File: config.mk
export PLATFORM = sky130hd
export DESIGN_NAME = lvl_req_sel
export DESIGN_NICKNAME = d
export VERILOG_FILES = /design/src/rtl/lrs_pkg.sv /design/src/rtl/lvl_prio_enc.sv /design/src/rtl/trap_class.sv /design/src/rtl/trap_idx_arb.sv /design/src/rtl/lvl_req_sel.sv
export SDC_FILE = /design/constraint.sdc
export NUM_CORES = 1
export LEC_CHECK = 0
export BUFFER_PORTS_ARGS = -buffer_cell sky130_fd_sc_hd__clkbuf_2
export CORE_MARGIN = 1
export CORE_UTILIZATION = 45
export DETAILED_ROUTE_END_ITERATION = 12
export HOLD_SLACK_MARGIN = 0.03
export PLACE_DENSITY = 0.73
export SYNTH_ARGS = -nofsm -noshare
export SYNTH_HDL_FRONTEND = slang
export SYNTH_SLANG_ARGS = --single-unit
export TNS_END_PERCENT = 20
File: constraint.sdc
create_clock -name clk -period 3.95 [get_ports clk]
set_clock_uncertainty 0.05 [all_clocks]
set_input_delay 0.1975 -clock clk [delete_from_list [all_inputs] [get_ports clk]]
set_output_delay 0.1975 -clock clk [all_outputs]
set_load 0.05 [all_outputs]
File: src/rtl/lrs_pkg.sv
package lrs_pkg;
    localparam int LRS_LEVELS = 15;
    localparam int LRS_LVL_W  = $clog2(LRS_LEVELS + 1);
    localparam int LRS_IDX_W  = 8;

    typedef logic [LRS_IDX_W-1:0] trap_idx_t;

    typedef struct packed {
        trap_idx_t idx;
        logic      req;
        logic      chg;
    } lrs_state_t;
endpackage

File: src/rtl/lvl_prio_enc.sv
module lvl_prio_enc #(
    parameter int N = 15,
    parameter int W = 4
) (
    input  logic [N-1:0] req_vec,
    output logic         any,
    output logic [W-1:0] top
);
    // masked[k] is set when level k+1 is asserted and no higher level is
    logic [N-1:0] above;
    logic [N-1:0] masked;

    genvar g;
    generate
        for (g = 0; g < N; g++) begin : g_lvl
            if (g == N - 1) begin : g_top
                assign above[g] = 1'b0;
            end else begin : g_mid
                assign above[g] = above[g+1] | req_vec[g+1];
            end
            assign masked[g] = req_vec[g] & ~above[g];
        end
    endgenerate

    always_comb begin
        top = '0;
        for (int k = 0; k < N; k++) begin
            if (masked[k]) top = top | W'(k + 1);
        end
        any = |req_vec;
    end
endmodule

File: src/rtl/trap_class.sv
module trap_class #(
    parameter int                IDX_W    = 8,
    parameter int                LVL_W    = 4,
    parameter logic [IDX_W-1:0]  EXT_BASE = 8'h10
) (
    input  logic [IDX_W-1:0] idx,
    output logic             is_zero,
    output logic             is_ext,
    output logic             is_ext_lvl
);
    localparam int HI_W = IDX_W - LVL_W;

    logic [HI_W-1:0] hi_bits;
    logic [HI_W-1:0] base_hi;

    always_comb begin
        hi_bits    = idx[IDX_W-1:LVL_W];
        base_hi    = EXT_BASE[IDX_W-1:LVL_W];
        is_zero    = (idx == '0);
        is_ext     = (hi_bits == base_hi);
        is_ext_lvl = is_ext && (idx[LVL_W-1:0] != '0);
    end
endmodule

File: src/rtl/trap_idx_arb.sv
module trap_idx_arb
    import lrs_pkg::*;
#(
    parameter int               IDX_W    = LRS_IDX_W,
    parameter int               LVL_W    = LRS_LVL_W,
    parameter logic [IDX_W-1:0] EXT_BASE = 8'h10
) (
    input  lrs_state_t       st_q,
    input  logic             lvl_any,
    input  logic [LVL_W-1:0] lvl_top,
    input  logic             cur_zero,
    input  logic             cur_ext,
    input  logic             core_wr,
    input  logic [IDX_W-1:0] core_idx,
    input  logic             core_ext_lvl,
    output lrs_state_t       st_d
);
    logic [IDX_W-1:0] cand;

    always_comb begin
        cand     = EXT_BASE | IDX_W'(lvl_top);
        st_d     = st_q;
        st_d.chg = 1'b0;
        if (core_wr) begin
            // core write overrides arbitration
            st_d.idx = core_idx;
            st_d.req = core_ext_lvl;
            st_d.chg = (core_idx != st_q.idx);
        end else if (lvl_any && (cur_zero || cur_ext)) begin
            if (cand != st_q.idx) begin
                st_d.idx = cand;
                st_d.req = 1'b1;
                st_d.chg = 1'b1;
            end
        end else if (!lvl_any && cur_ext) begin
            st_d.idx = '0;
            st_d.req = 1'b0;
            st_d.chg = 1'b1;
        end
    end
endmodule

File: src/rtl/lvl_req_sel.sv
module lvl_req_sel
    import lrs_pkg::*;
#(
    parameter logic [LRS_IDX_W-1:0] EXT_BASE = 8'h10
) (
    input  logic                  clk,
    input  logic                  rst_n,
    input  logic [LRS_LEVELS-1:0] lvl_i,
    input  logic                  core_wr_i,
    input  logic [LRS_IDX_W-1:0]  core_idx_i,
    output logic [LRS_IDX_W-1:0]  trap_idx_o,
    output logic                  irq_req_o,
    output logic                  chg_o
);
    lrs_state_t st_q;
    lrs_state_t st_d;

    logic                 lvl_any;
    logic [LRS_LVL_W-1:0] lvl_top;
    logic                 cur_zero;
    logic                 cur_ext;
    logic                 cur_ext_lvl;
    logic                 core_zero;
    logic                 core_ext;
    logic                 core_ext_lvl;

    lvl_prio_enc #(.N(LRS_LEVELS), .W(LRS_LVL_W)) u_enc (
        .req_vec (lvl_i),
        .any     (lvl_any),
        .top     (lvl_top)
    );

    trap_class #(.IDX_W(LRS_IDX_W), .LVL_W(LRS_LVL_W), .EXT_BASE(EXT_BASE)) u_cur_cls (
        .idx        (st_q.idx),
        .is_zero    (cur_zero),
        .is_ext     (cur_ext),
        .is_ext_lvl (cur_ext_lvl)
    );

    trap_class #(.IDX_W(LRS_IDX_W), .LVL_W(LRS_LVL_W), .EXT_BASE(EXT_BASE)) u_core_cls (
        .idx        (core_idx_i),
        .is_zero    (core_zero),
        .is_ext     (core_ext),
        .is_ext_lvl (core_ext_lvl)
    );

    trap_idx_arb #(.IDX_W(LRS_IDX_W), .LVL_W(LRS_LVL_W), .EXT_BASE(EXT_BASE)) u_arb (
        .st_q         (st_q),
        .lvl_any      (lvl_any),
        .lvl_top      (lvl_top),
        .cur_zero     (cur_zero),
        .cur_ext      (cur_ext),
        .core_wr      (core_wr_i),
        .core_idx     (core_idx_i),
        .core_ext_lvl (core_ext_lvl),
        .st_d         (st_d)
    );

    always_ff @(posedge clk) begin
        if (!rst_n) st_q <= '0;
        else        st_q <= st_d;
    end

    assign trap_idx_o = st_q.idx;
    assign irq_req_o  = st_q.req;
    assign chg_o      = st_q.chg;

    logic unused_cls;
    assign unused_cls = cur_ext_lvl ^ core_zero ^ core_ext;
endmodule

==> results.ini <==
[global_routing]
grt_pass1_vias=930
grt_usage=0.2514
grt.overflow.total=0
grt_max_degree=15
antenna_found_initial=0
grt_first_pass_wirelength_um=3912

[synthesis]
synth-seq-area-share=0.2238
synth_warnings=0
synth-main-ff-cell=dfxtp_1
synthArstFlopShare=0
synth_xor_area_frac=0.08811
synth-adder-area-share=0
syn_inst=109
synthesis.nets=135
yosysTopAreaCell=dfxtp_1
synth_simple_gate_area_share=0.3091
yosys-top-cells-area=dfxtp_1 (22%), nor4_1 (5.6%), xnor2_1 (4.9%), nor2_1 (4.2%), xor2_1 (3.9%)
ys_ff_latch=10
synth_top_area_frac=0.2238
synth_edf_count=0
synth_top_family_by_area=compound AO/OA/AOI/OAI gates
synth_compound_area_frac=0.3119
synth_cell_types=46
synthMuxAreaShare=0.03357
syn_area_um2=894.6
syn_avg_cell_area_um2=8.207

[floorplanning]
io_pins=36
die_h_um=46.59
fp.dieW_um=46.59
start_util=0.4965
num_rows=15
die_area_um2=2170
core-area_um2=1802

[critical_path]
path_buf_inv=1
critPathMaxFanout=11
cp.arrival_ns=2.47
max_stage_delay_ns=0.62
cp_top_family=simple AND/OR/NAND/NOR gates
start_kind=input pin
end_kind=register
path_cells=clkbuf_2 > nor4_1 > o311ai_0 > nand4b_1 > xor2_1 > o31ai_1 > a221oi_1
crit_type=in2reg
critPathRequiredTime_ns=4.07
cp_slowest_cell=nor4_1

[clock_network]
hold_buffers=0
cts_max_level=1
numCtsBuffers=3
root_buffer=clkbuf_4
post_cts_buffers=0
cts_buffer_depth=2
clock_sinks=10
cts_tree=built
path_clk_slew_ns=0.07
clock_latency_ns=0.27
cts_resized=0

[drt]
ant_nets=0
drc=0
drt_wl_total_um=2539
viasPerCell=6.276
drt_first_pass_iters=4
drtIter0Drc=66
vias=1067
wl_per_cell_um=14.94

[place]
port_buffers=35
finalWeightedCongestion=0.8593
hpwlAfterDp_um=1995

[cells_and_area]
finalCoreUtilization=0.6208
nFillCells=177
synthToLayoutAreaGrowth_pct=25.03
drive_above_1_share=0.3310
antennaDiodeCount=0
final_nets=172

[sta]
period_minus_slack_ns=2.348
fin_tns_setup_ns=0
hold_viol=0
rsz0062_at_grt=false
tightestPinTransition_ns=0.6756
slew_headroom=0.5455
slew_violations=0
finalCritPeriodShare=0.5944
max_freq_mhz=425.9
finalSetupViolCount=0

[power]
p_leak_nw=0.4693
vdd_ir_drop_max_mv=0.2843
p_per_area_nw_per_um2=323.1
power_uw=361.4

[run]
maxCapViolations=0

[min_path]
hp-class=in2reg

[outcome]
outcome=finished, final reports clean

[cell usage in the layout, fill, tap and decap left out, types with 3 or more instances in the layout]
master and n:
a21oi_1 3, a221oi_1 3, clkbuf_2 35, clkbuf_4 3, dfxtp_1 10, mux2i_1 3, nand2_1 7, nor2_1 10
nor2b_1 3, nor3_1 6, nor4_1 8, o21ai_0 5, or4_4 3, xnor2_1 5, xor2_1 4
[cells by family (layout without fill, tap and decap cells)]
family / Yosys count / count (layout)
xor gates and xnor gates: 9 / 9
AOI/OAI and AO/OA: 35 / 35
and+or+nand+nor: 46 / 46
DFF: 10 / 10
muxes: 3 / 3
buffers and inverters: 6 / 42
[path summary, 6_finish.rpt]
check,start,to,slack (ns),depth (start not counted)
max,lvl_i[11],trap_idx_o[1],1.60,7
min,rst_n,trap_idx_o[2],0.13,2
max reg2reg,trap_idx_o[7],trap_idx_o[1],1.68,6
min reg2reg,irq_req_o,irq_req_o,0.51,2
[sequential cells by signal, indices dropped and copies added, names as in the netlist]
register	cells
trap_idx_o	8
irq_req_o	1
chg_o	1
[per-layer routing]
metal | vias to the layer above | global-route usage | wire, um
li1 | 521 | - | -
met1 | 504 | 0.3520 | 1218
met2 | 42 | 0.3889 | 1161
met3 | 0 | 0.06667 | 159
met4 | 0 | 0.03529 | 0
met5 | - | 0 | 0
[power by group]
part	internal [mW]	switching, mW
Sequential	0.111	0.0150
Clock	0.0560	0.0373
Combinational	0.0498	0.0924
[layout make-up]
class / instances / area [um2] / share of cell area
multi-input cells: 93 / 664.4 / 0.5940
clock buffers: 4 / 36.28 / 0.03244
well taps: 25 / 31.28 / 0.02796
flip-flops and latches: 10 / 200.2 / 0.1790
repair buffers: 35 / 175.2 / 0.1566
inverters: 3 / 11.26 / 0.01007
[through the flow]
stage / hold slack [ns] / setup slack (ns) / instances / cell area [um2]
floorplan: 0.2944 / 1.646 / 109 / 894.6
global placement: 0.4103 / 1.457 / 166 / 1082
detailed placement: 0.4190 / 1.400 / 166 / 1082
CTS: 0.1262 / 1.673 / 170 / 1119
global route: 0.1403 / 1.442 / 170 / 1119
finish: 0.1260 / 1.602 / 170 / 1119
[cell usage after synthesis (2+ instances only)]
library cell and count:
nor2_1 10, o311a_1 2, nor4_1 8, dfxtp_1 10, nand2_1 7, nor2b_1 3
nor3_1 6, or4_4 3, a21oi_1 3, xor2_1 4, xnor2_1 5, o21ai_0 5
o311ai_0 2, a221oi_1 3, mux2i_1 3, inv_1 2, o31ai_1 2, o211a_1 2
nand4_1 2
No activity file was read; power rests on OpenSTA's default activity.
